File: config.mk
export PLATFORM = sky130hd
export DESIGN_NAME = dma_req_select
export DESIGN_NICKNAME = d
export VERILOG_FILES = /design/src/rtl/dma_rsel_pkg.sv /design/src/rtl/dma_ctl_reg.sv /design/src/rtl/dma_ext_edge.sv /design/src/rtl/dma_trig_merge.sv /design/src/rtl/dma_req_select.sv
export SDC_FILE = /design/constraint.sdc
export NUM_CORES = 1
export LEC_CHECK = 0
export BUFFER_PORTS_ARGS = -buffer_cell sky130_fd_sc_hd__buf_4
export CAP_MARGIN = 25
export CORE_MARGIN = 1
export CORE_UTILIZATION = 38
export DETAILED_ROUTE_END_ITERATION = 12
export PLACE_DENSITY = 0.78
export SLEW_MARGIN = 40
export SYNTH_ARGS = -nofsm -noshare
export SYNTH_HDL_FRONTEND = slang
export SYNTH_SLANG_ARGS = --single-unit
File: constraint.sdc
create_clock -name clk -period 1.8 [get_ports clk]
set_clock_uncertainty 0.2 [all_clocks]
set_input_delay 0.18 -clock clk [delete_from_list [all_inputs] [get_ports clk]]
set_output_delay 0.18 -clock clk [all_outputs]
set_load 0.01 [all_outputs]
File: src/rtl/dma_rsel_pkg.sv
`timescale 1ns/1ps
// Package: shared layout of the channel control word and source counts.
// Assumes a fixed 32-bit word with nine mask bits split 6 internal / 3 external.
package dma_rsel_pkg;

    localparam int N_INT = 6;
    localparam int N_EXT = 3;
    localparam int N_SRC = N_INT + N_EXT;
    localparam int WORD_W = 32;

    // Positions that always read zero.
    localparam logic [WORD_W-1:0] RSV_BITS = 32'h287E_00C0;

    typedef struct packed {
        logic             chan_en;    // 31
        logic             irq_en;     // 30
        logic             rsv29;      // 29
        logic             done_flag;  // 28
        logic             rsv27;      // 27
        logic [1:0]       xfer_mode;  // 26:25
        logic             prio;       // 24
        logic             cont;       // 23
        logic [5:0]       rsv22_17;   // 22:17
        logic [N_SRC-1:0] req_mask;   // 16:8
        logic [1:0]       rsv7_6;     // 7:6
        logic [2:0]       src_space;  // 5:3
        logic [2:0]       dst_space;  // 2:0
    } ctl_word_t;

endpackage

File: src/rtl/dma_ctl_reg.sv
`timescale 1ns/1ps
// Module: control word register.
// Holds the channel control word. Unused positions are stored as zero.
// Assumes soft_rst affects only the mask field and wins over a same-cycle write.
module dma_ctl_reg
    import dma_rsel_pkg::*;
(
    input  logic              clk,
    input  logic              rst_n,
    input  logic              soft_rst,
    input  logic              wr_en,
    input  logic [WORD_W-1:0] wr_data,
    output ctl_word_t         ctl
);

    ctl_word_t ctl_q;

    // Purpose: load on write, clear the mask on software reset.
    always_ff @(posedge clk) begin
        if (!rst_n) begin
            ctl_q <= '0;
        end else begin
            if (wr_en) begin
                ctl_q <= ctl_word_t'(wr_data & ~RSV_BITS);
            end
            if (soft_rst) begin
                ctl_q.req_mask <= '0;
            end
        end
    end

    assign ctl = ctl_q;

endmodule

File: src/rtl/dma_ext_edge.sv
`timescale 1ns/1ps
// Module: external pin synchronizer and rising-edge detector.
// Passes one asynchronous pin through STAGES flops. It emits a registered
// one-cycle pulse on a rising edge of the synchronized value, but only
// while arm is high. Assumes STAGES >= 2.
module dma_ext_edge #(
    parameter int STAGES = 2
) (
    input  logic clk,
    input  logic rst_n,
    input  logic pin,
    input  logic arm,
    output logic pulse
);

    logic [STAGES-1:0] sync_q;
    logic              prev_q;
    logic              pulse_q;

    // Purpose: move the pin into the clock domain and keep the last value.
    always_ff @(posedge clk) begin
        if (!rst_n) begin
            sync_q <= '0;
            prev_q <= 1'b0;
        end else begin
            sync_q <= {sync_q[STAGES-2:0], pin};
            prev_q <= sync_q[STAGES-1];
        end
    end

    // Purpose: register a single-cycle pulse on a qualified rising edge.
    always_ff @(posedge clk) begin
        if (!rst_n) begin
            pulse_q <= 1'b0;
        end else begin
            pulse_q <= arm & sync_q[STAGES-1] & ~prev_q;
        end
    end

    assign pulse = pulse_q;

endmodule

File: src/rtl/dma_trig_merge.sv
`timescale 1ns/1ps
// Module: trigger merge.
// Gates internal status lines by mask and channel enable, then ORs them
// with the already qualified external pulses. Pure combinational logic.
module dma_trig_merge #(
    parameter int N_I = 6,
    parameter int N_E = 3
) (
    input  logic [N_I-1:0] int_stat,
    input  logic [N_I-1:0] int_mask,
    input  logic           chan_en,
    input  logic [N_E-1:0] ext_pulse,
    output logic           trig
);

    logic [N_I-1:0] int_req;

    // Purpose: qualify each internal request and combine all sources.
    always_comb begin
        int_req = int_stat & int_mask & {N_I{chan_en}};
        trig    = (|int_req) | (|ext_pulse);
    end

endmodule

File: src/rtl/dma_req_select.sv
`timescale 1ns/1ps
// Module: DMA channel request selector (top).
// Stores the control word, synchronizes the external request pins and
// builds the transfer trigger from the sources selected by the mask field.
// Assumes a single clock domain; ext_pin may be asynchronous.
module dma_req_select
    import dma_rsel_pkg::*;
#(
    parameter int SYNC_STAGES = 2
) (
    input  logic              clk,
    input  logic              rst_n,
    input  logic              soft_rst,
    input  logic              wr_en,
    input  logic [WORD_W-1:0] wr_data,
    output logic [WORD_W-1:0] rd_data,
    input  logic [N_INT-1:0]  int_stat,
    input  logic [N_EXT-1:0]  ext_pin,
    output logic              trig
);

    ctl_word_t          ctl;
    logic [N_EXT-1:0]   ext_pulse;

    dma_ctl_reg u_reg (
        .clk      (clk),
        .rst_n    (rst_n),
        .soft_rst (soft_rst),
        .wr_en    (wr_en),
        .wr_data  (wr_data),
        .ctl      (ctl)
    );

    // One synchronizer and edge detector per external pin.
    for (genvar g = 0; g < N_EXT; g++) begin : g_ext
        dma_ext_edge #(
            .STAGES (SYNC_STAGES)
        ) u_edge (
            .clk   (clk),
            .rst_n (rst_n),
            .pin   (ext_pin[g]),
            .arm   (ctl.chan_en & ctl.req_mask[N_INT+g]),
            .pulse (ext_pulse[g])
        );
    end

    dma_trig_merge #(
        .N_I (N_INT),
        .N_E (N_EXT)
    ) u_merge (
        .int_stat  (int_stat),
        .int_mask  (ctl.req_mask[N_INT-1:0]),
        .chan_en   (ctl.chan_en),
        .ext_pulse (ext_pulse),
        .trig      (trig)
    );

    // Purpose: present the stored word, unused bits forced to zero.
    always_comb begin
        rd_data = WORD_W'(ctl) & ~RSV_BITS;
    end

endmodule

Word level (Yosys, flattened, before mapping)
Index checks and enable logic that the tools add are counted.

Order comparisons: 0. Shifts and indexed selects: 0. Add/subtract/negate cells: 0. Divide/modulo/power cells: 0. Eq/ne operators: 0. Multiply operators: 0. Muxes and demuxes: 0. Bitwise logic cells: 16. Reduce and logical (&&, ||, !) cells: 3.

Operators with widths (count): $and A6 B6 Y6 (2); $and A1 B1 Y1 (9); $reduce_or A6 Y1 (1); $not A1 Y1 (4); $reduce_or A3 Y1 (1); $reduce_or A2 Y1 (1); $or A1 B1 Y1 (1).

Bits in read-only memories: 0. Output and inout port bits: 33. Memories kept: 0. Bits in latches: 0. Word-level logic and storage cells: 37. Input port bits: 45. Bits in writable memories: 0. Register bits after elaboration: 34.

Longest topological paths before layout
Gate-level depths: netlist of the first run.

Depth in word-level cells: 4. Depth in mapped cells: 4. Depth with buffers taken out: 3.

By module
Synthesis of the first run repeated with hierarchy kept, for this count alone.

Cell total of the unflattened synthesis: 126. Area, all modules: 1398.8 um2.

Modules (own cells, without submodules): dma_ctl_reg (times used 1, sequential area each 440.4 um2, cells each 83, area each 919.6 um2); dma_ext_edge (times used 3, sequential area each 80.1 um2, cells each 8, area each 112.6 um2); dma_req_select (times used 1, sequential area each 0.0 um2, cells each 14, area each 97.6 um2); dma_trig_merge (times used 1, sequential area each 0.0 um2, cells each 5, area each 43.8 um2).

Worst setup path before layout of the first run
Ideal clock, no wire load.

Path kind: register -> output. Start point: register u_reg.ctl_q (netlist bit u_reg.ctl[9]). End point: output trig. Arrival: 1025 ps. Buffers on the path: 0. Path slack: 395 ps. Required time: 1420 ps. Stages on the path, launching flop included: 4. Cells stage by stage: dfxtp_1 -> a22oi_1 -> nand3_1 -> a2111o_1.

Cells in the longest elaborated chain, start to end: 4.

RTL lines: start: declaration (RTL line dma_ctl_reg.sv:16) `ctl_word_t ctl_q;`; start signal: assignment (RTL line dma_ctl_reg.sv:24) `ctl_q <= ctl_word_t'(wr_data & ~RSV_BITS);`; $and A6 B6 Y6 (2 in a row) (RTL line dma_trig_merge.sv:20) `int_req = int_stat & int_mask & {N_I{chan_en}};`; $reduce_or A6 Y1 (RTL line dma_trig_merge.sv:21) `trig = (|int_req) | (|ext_pulse);`; $or A1 B1 Y1 (RTL line dma_trig_merge.sv:21); end: declaration (RTL line dma_req_select.sv:19) `output logic trig`.

Every way passes these cells.

Worst setup path after layout of the first run
Start point: register u_reg.ctl_q (netlist bit u_reg.ctl[10]). End point: output trig.

The elaborated chain is that of the path after synthesis.

==> results.md, run 1 <==
- Status: finished, violations left
- Failing checks: setup timing
- Critical R2R Capture: u_reg.ctl[31]$_SDFFE_PN0P_
- Yosys warns: 0
- Cells after Synth: 117
- Final core utilization: 66.2%
- Top-count cell post-synth: dfxtp_1
- Crit path max fanout: 3
- WL per Instance: roughly 13 um
- Largest net degree at the start of global routing: 24
- WHS: roughly 0.15 ns
- Post-DP Area: 1670 sq um
- Antenna diode count: 0
- GRT Total Usage: 19.2%
- Total grt overflow: 0
- CTS buffer count: 5
- Number of synthesized register bits: 34
- DIE WIDTH: 59.8 um
- GP Congestion: 0.644
- First-pass GRT wire length: 4.85 mm
- Fillers: 257
- Die area: 3570 sq um
- CP arrival: 1.44 ns
- Fraction of registers with async set/reset: 0%
- Minimum clock period: 1.82 ns
- Share of layout cells above drive strength 1: 35.0%
- # IOs: slightly below 80
- Clk sink count: 34
- Core area: 3100 sq um
- Final hold vios: 0
- TritonCTS clock tree: done
- Crit path launch type: flip-flop
- Antenna violations before repair: 0
- Row cnt: 20
- Hold Path End: u_reg.ctl[11]$_SDFFE_PP0P_
- Final WL: 3.16 mm
- Hold path start: wr_en
- Remaining DRCs: 0
- Leading post-synthesis cells by cell area: dfxtp_1 (54%), mux2i_1 (17%), buf_4 (7.7%)
- Cell Count, Final, Fillers Out: 250
- RSZ-0062 raised after global routing: true
- Hold WC Path Type: primary input to flip-flop
- Final Setup Violations: 1
- Iter 0 DRT Violations: 18
- Final antenna-violating net count: 0
- Max clock buf depth: 2
- Yosys top cell by area: dfxtp_1
- Reg2reg path depth: 3
- Reg2reg setup slack: 0.32 ns
- Clock root buffer: clkbuf_4
- DR vias: 1103
- Initial Util: 40.8%
- Number of global-route vias before repair: roughly 1100
- Hold Path Stages: 3
- Final period util: 101%
- Crit. End Element: output pin
- Final nets: 250
- Worst EP required: about 1.4 ns
- Worst setup margin: -0.0163 ns
- Vias per inst: 4.41
- Max-Cap Viols: 0
- Mapped Avg Cell Area: 10.8 sq um
- Post-Syn Area: 1270 sq um
- Area Growth Syn to Fin: 62.1%
- Area of the multi-input gates: 510 sq um
- Leak Pwr: 0.999 nW
- Synth top area share: 53.7%
- Power Density: 720 nW/um^2
- I/O Buffers: 57
- Peak VDD IR: approximately 540 uV
- DPL Wire Length: 1.85 mm
- Final instance area: 2050 sq um
- EDFF count, synth: 0
- Crit path kind: flip-flop to output pin
- Predominant post-synthesis flop cell: dfxtp_1
- Clk slew on worst S/H paths: 0.10 ns
- Pre-Repair DR Iteration Count: 4
- H-tree depth: 2
- Synth cell count leaders: dfxtp_1 (34), mux2i_1 (22), buf_4 (13), nor2b_1 (13), nor2_1 (12)
- Number of placed instances, taps included: 210
- Reg-to-Reg Start: u_reg.ctl[31]$_SDFFE_PN0P_
- F_max: about 0.55 GHz
- FF+latch area: 684 sq um
- Max-slew violation count: 0
- Unique masters post-synth: 15
- Die height: 59.8 um
- Register area share after synthesis: 53.7%
- Worst-Skew Late Latency: 0.32 ns
[kinds of logic after synthesis]
| family | after synthesis | synth area share [%] |
|---|---|---|
| AOI/OAI and AO/OA | 4 | 3.06 |
| buffers and inverters | 17 | 9.08 |
| DFF | 34 | 53.7 |
| muxes | 22 | 17.4 |
| other | 1 | 0.296 |
| and+or+nand+nor | 39 | 16.5 |
[cells in the final DEF, fill, tap and decap left out, types with 2 or more instances in the layout]
| cell type | n |
|---|---|
| dfxtp_2 | 3 |
| clkbuf_4 | 5 |
| nor2_1 | 12 |
| mux2i_1 | 22 |
| and2_1 | 9 |
| buf_4 | 59 |
| nand3_1 | 4 |
| nor2b_1 | 13 |
| dfxtp_1 | 31 |
| conb_1 | 10 |
| a22oi_2 | 2 |
| dlygate4sd3_1 | 29 |
[where the power goes]
part / internal (mW) / switching, mW
registers: 0.784 / 0.0179
clock network: 0.189 / 0.237
logic: 0.157 / 0.0941
total: 1.13 / 0.349
[layer usage]
layer / global-route usage, % / routed length, um / vias up
li1: - / - / 536
met1: 17.6 / 1120 / 513
met2: 36.0 / 1770 / 43
met3: 5.41 / 157 / 11
met4: 13.0 / 112 / 0
met5: 0 / 0 / -
[flip-flops by register name, indices dropped and copies added, names as in the netlist]
name / count
g_ext.u_edge.prev_q: 3
g_ext.u_edge.pulse: 3
g_ext.u_edge.sync_q: 6
u_reg.ctl: 22
[worst max path at each step]
| stage | start | endpoint |
|---|---|---|
| 2_1_floorplan | u_reg.ctl[9]$_SDFFE_PP0P_ | trig |
| 3_3_place_gp | u_reg.ctl[9]$_SDFFE_PP0P_ | trig |
| 3_5_place_dp | u_reg.ctl[9]$_SDFFE_PP0P_ | trig |
| 4_1_cts | u_reg.ctl[9]$_SDFFE_PP0P_ | trig |
| 5_1_grt | u_reg.ctl[9]$_SDFFE_PP0P_ | trig |
| 6_report | u_reg.ctl[10]$_SDFFE_PP0P_ | trig |
[final cells by class]
cell class / instances / share of cell area, %
clock buffers: 7 / 2.68
clock inverters: 1 / 0.244
multi-input cells: 75 / 24.8
flip-flops and latches: 34 / 33.3
well taps: 44 / 2.68
repair buffers: 89 / 36.2
[timing repair]
action	CTS	global route
hold buffers	28	1
endpoints found under the hold margin	25	3
gates resized for setup	5	0
buffers inserted	2	1
pin swaps	3	0
endpoints found under the setup margin	1	1
[per-stage QoR]
stage                     worst slack, ns  TNS (ns)  total power, mW
after global routing              -0.0708   -0.0708             1.55
after floorplan                     0.395         0            0.926
after CTS                         -0.0266   -0.0266             1.49
after global placement              0.263         0             1.00
after detailed placement            0.276         0             1.01
final                             -0.0163   -0.0163             1.48
[critical path: stages, from the launching register on]
cell and delay [ns]:
dfxtp_1 0.36, a22oi_2 0.15, nand3_1 0.10, a2111o_1 0.38, buf_6 0.13
(Power assumes the default switching activity.)
==> run 2: changes to the inputs <==
--- a/config.mk
+++ b/config.mk
@@ -5,12 +5,12 @@
 export SDC_FILE = /design/constraint.sdc
 export NUM_CORES = 1
 export LEC_CHECK = 0
-export BUFFER_PORTS_ARGS = -buffer_cell sky130_fd_sc_hd__buf_4
 export CAP_MARGIN = 25
 export CORE_MARGIN = 1
 export CORE_UTILIZATION = 38
 export DETAILED_ROUTE_END_ITERATION = 12
-export PLACE_DENSITY = 0.78
+export DONT_BUFFER_PORTS = 1
+export PLACE_DENSITY = 0.58
 export SLEW_MARGIN = 40
 export SYNTH_ARGS = -nofsm -noshare
 export SYNTH_HDL_FRONTEND = slang
==> results.md, run 2 (synthesized netlist as in run 1, its figures left out) <==
- Status: completed
- Worst-Skew Late Latency: 0.33 ns (about the same)
- Final hold vios: 0 (unchanged)
- Power Density: 848 nW/um^2 (+18%)
- Reg-to-Reg Start: u_reg.ctl[31]$_SDFFE_PN0P_
- Final instance area: 1830 sq um (-11%)
- Final nets: 209 (-16%)
- Setup bufs post-CTS: 0 (-2)
- Slew HR: between 60% and 70%
- GRT Total Usage: 16.6% (-2.6 points)
- Leak Pwr: 0.762 nW (-24%)
- Max clock buf depth: 2 (unchanged)
- Die area: 3570 sq um (unchanged)
- Hold path start: rst_n
- DR WL met3: 200 um (+27%)
- Vias per inst: 4.56 (+3.4%)
- Clk sink count: 34 (unchanged)
- CP arrival: 1.39 ns (-0.05 ns)
- Commonest cells after routing, fill and taps aside: dlygate4sd3_1 (47), dfxtp_1 (28), mux2i_1 (22)
- DIE WIDTH: 59.8 um (unchanged)
- Core area: 3100 sq um (unchanged)
- TritonCTS clock tree: done
- WL per Instance: 13.0 um (+3.0%)
- Cell Count, Final, Fillers Out: 209 (-16%)
- Minimum clock period: 1.77 ns (-0.0460 ns)
- # IOs: 78 (unchanged)
- Iter 0 DRT Violations: 14 (-4)
- Max-Cap Viols: 0 (unchanged)
- Met1 WL: 1.00 mm (-10%)
- Crit path from: u_reg.ctl[10]$_SDFFE_PP0P_
- Fin Setup TNS: 0 ns (+0.0163 ns)
- Initial Util: 40.8% (unchanged)
- DR vias: 953 (-14%)
- Max reg flops: 22 (unchanged)
- Total grt overflow: 0 (unchanged)
- Max incr delay on CP: 0.43 ns (+0.05 ns)
- CP Cell Sequence: a22oi_2 -> nand3_1 -> a2111o_1
- Crit path kind: flip-flop to output pin
- First-pass GRT wire length: 4.13 mm (-15%)
- Peak VDD IR: 539 uV (-0.68%)
- Number of global-route vias before repair: 1016 (-7.9%)
- Max-slew violation count: 0 (unchanged)
- GP Congestion: 0.634 (-1.5%)
- Antenna violations before repair: 0 (unchanged)
- Die height: 59.8 um (unchanged)
- Clk slew on worst S/H paths: 0.10 ns (about the same)
- Clock root buffer: clkbuf_4
- Area Growth Syn to Fin: 44.1%
- Final Setup Violations: 0 (-1)
- Row cnt: 20 (unchanged)
- Hold WC Path Type: primary input to flip-flop
- Number of placed instances, taps included: 153 (-27%)
- Crit. End Element: output pin
- Remaining DRCs: 0 (unchanged)
- Antenna diode count: 0 (unchanged)
- Share of layout cells above drive strength 1: 10.3% (-25 points)
- Top delay family on crit path: compound AO/OA/AOI/OAI gates
- Worst setup margin: 0.0298 ns (+0.0460 ns)
- Max Used Layer: met4
- Worst Tran Pin Value: 0.569 ns
- I/O Buffers: 0 (-100%)
- Largest net degree at the start of global routing: 23 (-4.2%)
- H-tree depth: 2 (unchanged)
- Final WL: 2.72 mm (-14%)
- Worst EP required: 1.42 ns (about the same)
- Final period util: 98.3% (-2.6 points)
- CTS buffer count: 5 (unchanged)
- Final antenna-violating net count: 0 (unchanged)
- CP Buf/Inv Count: 0 (-1)
- RSZ-0062 raised after global routing: true
- Place WS: 0.291 ns (+0.0146 ns)
- Most common cell after layout, fill and taps aside: dlygate4sd3_1
- Metal2 WL: 1.48 mm (-16%)
- F_max: 0.565 GHz (+2.6%)
- Pre-Repair DR Iteration Count: 3 (-1)
- Post-DP Area: 1240 sq um (-26%)
- CP max stage cell: a2111o_1
- Crit path launch type: flip-flop
- Crit path max fanout: 3 (unchanged)
run 2: cell types whose count changed in the layout (fill, tap and decap cells not counted), sizes merged:
cell          delta
buf             -60
dlygate4sd3     +18
clkbuf           -2
clkinvlp         +2
bufinv           +1
clkinv           -1
dlymetal6s4s     +1
run 2: worst register-to-register path: stages, from the launching register on:
cell and delay [ns]:
dfxtp_1 0.50, mux2i_1 0.11, dlygate4sd3_1 0.57, nor2b_1 0.10
run 2: metrics by stage:
step	hold slack, ns	util [%]	power, mW
detailed placement	0.108	40.0	0.904
floorplan	0.107	-	0.926
finish	0.0236	58.9	1.55
CTS	0.00883	58.8	1.57
global route	0.0251	58.9	1.63
global placement	0.105	40.0	0.900
run 2: path summary, 6_finish.rpt:
| path | to | slack (ns) | cells after the start |
|---|---|---|---|
| max | trig | 0.03 | 3 |
| min | u_reg.ctl[8]$_SDFFE_PP0P_ | 0.02 | 2 |
| max reg2reg | u_reg.ctl[31]$_SDFFE_PN0P_ | 0.27 | 3 |
| min reg2reg | g_ext[0].u_edge.pulse$_SDFF_PN0_ | 0.18 | 1 |
run 2: metal layers:
metal	vias to the layer above	track usage (%)
li1	458	-
met1	442	14.7
met2	48	31.9
met3	5	5.41
met4	0	9.97
met5	-	0
run 2: layout make-up:
cell class,instances,area (sq um)
fillers,278,1280
well taps,44,55.1
clock buffers,5,37.5
clock inverters,3,45.0
multi-input cells,75,515
flip-flops and latches,34,691
repair buffers,48,483
run 2: report_power, final:
group / internal [mW] / switching, mW / leakage [nW] / total, mW
clock: 0.291 / 0.264 / 0.0374 / 0.555
combinational: 0.122 / 0.0551 / 0.443 / 0.178
sequential: 0.784 / 0.0324 / 0.282 / 0.816
run 2: timing repair:
| item | CTS | global route |
|---|---|---|
| setup endpoints to repair | 1 | 2 |
| hold buffers | 48 | 0 |
| hold endpoints to repair | 34 | 0 |
| gates cloned | 0 | 0 |
| gates resized for setup | 8 | 2 |
| pin swaps | 2 | 0 |
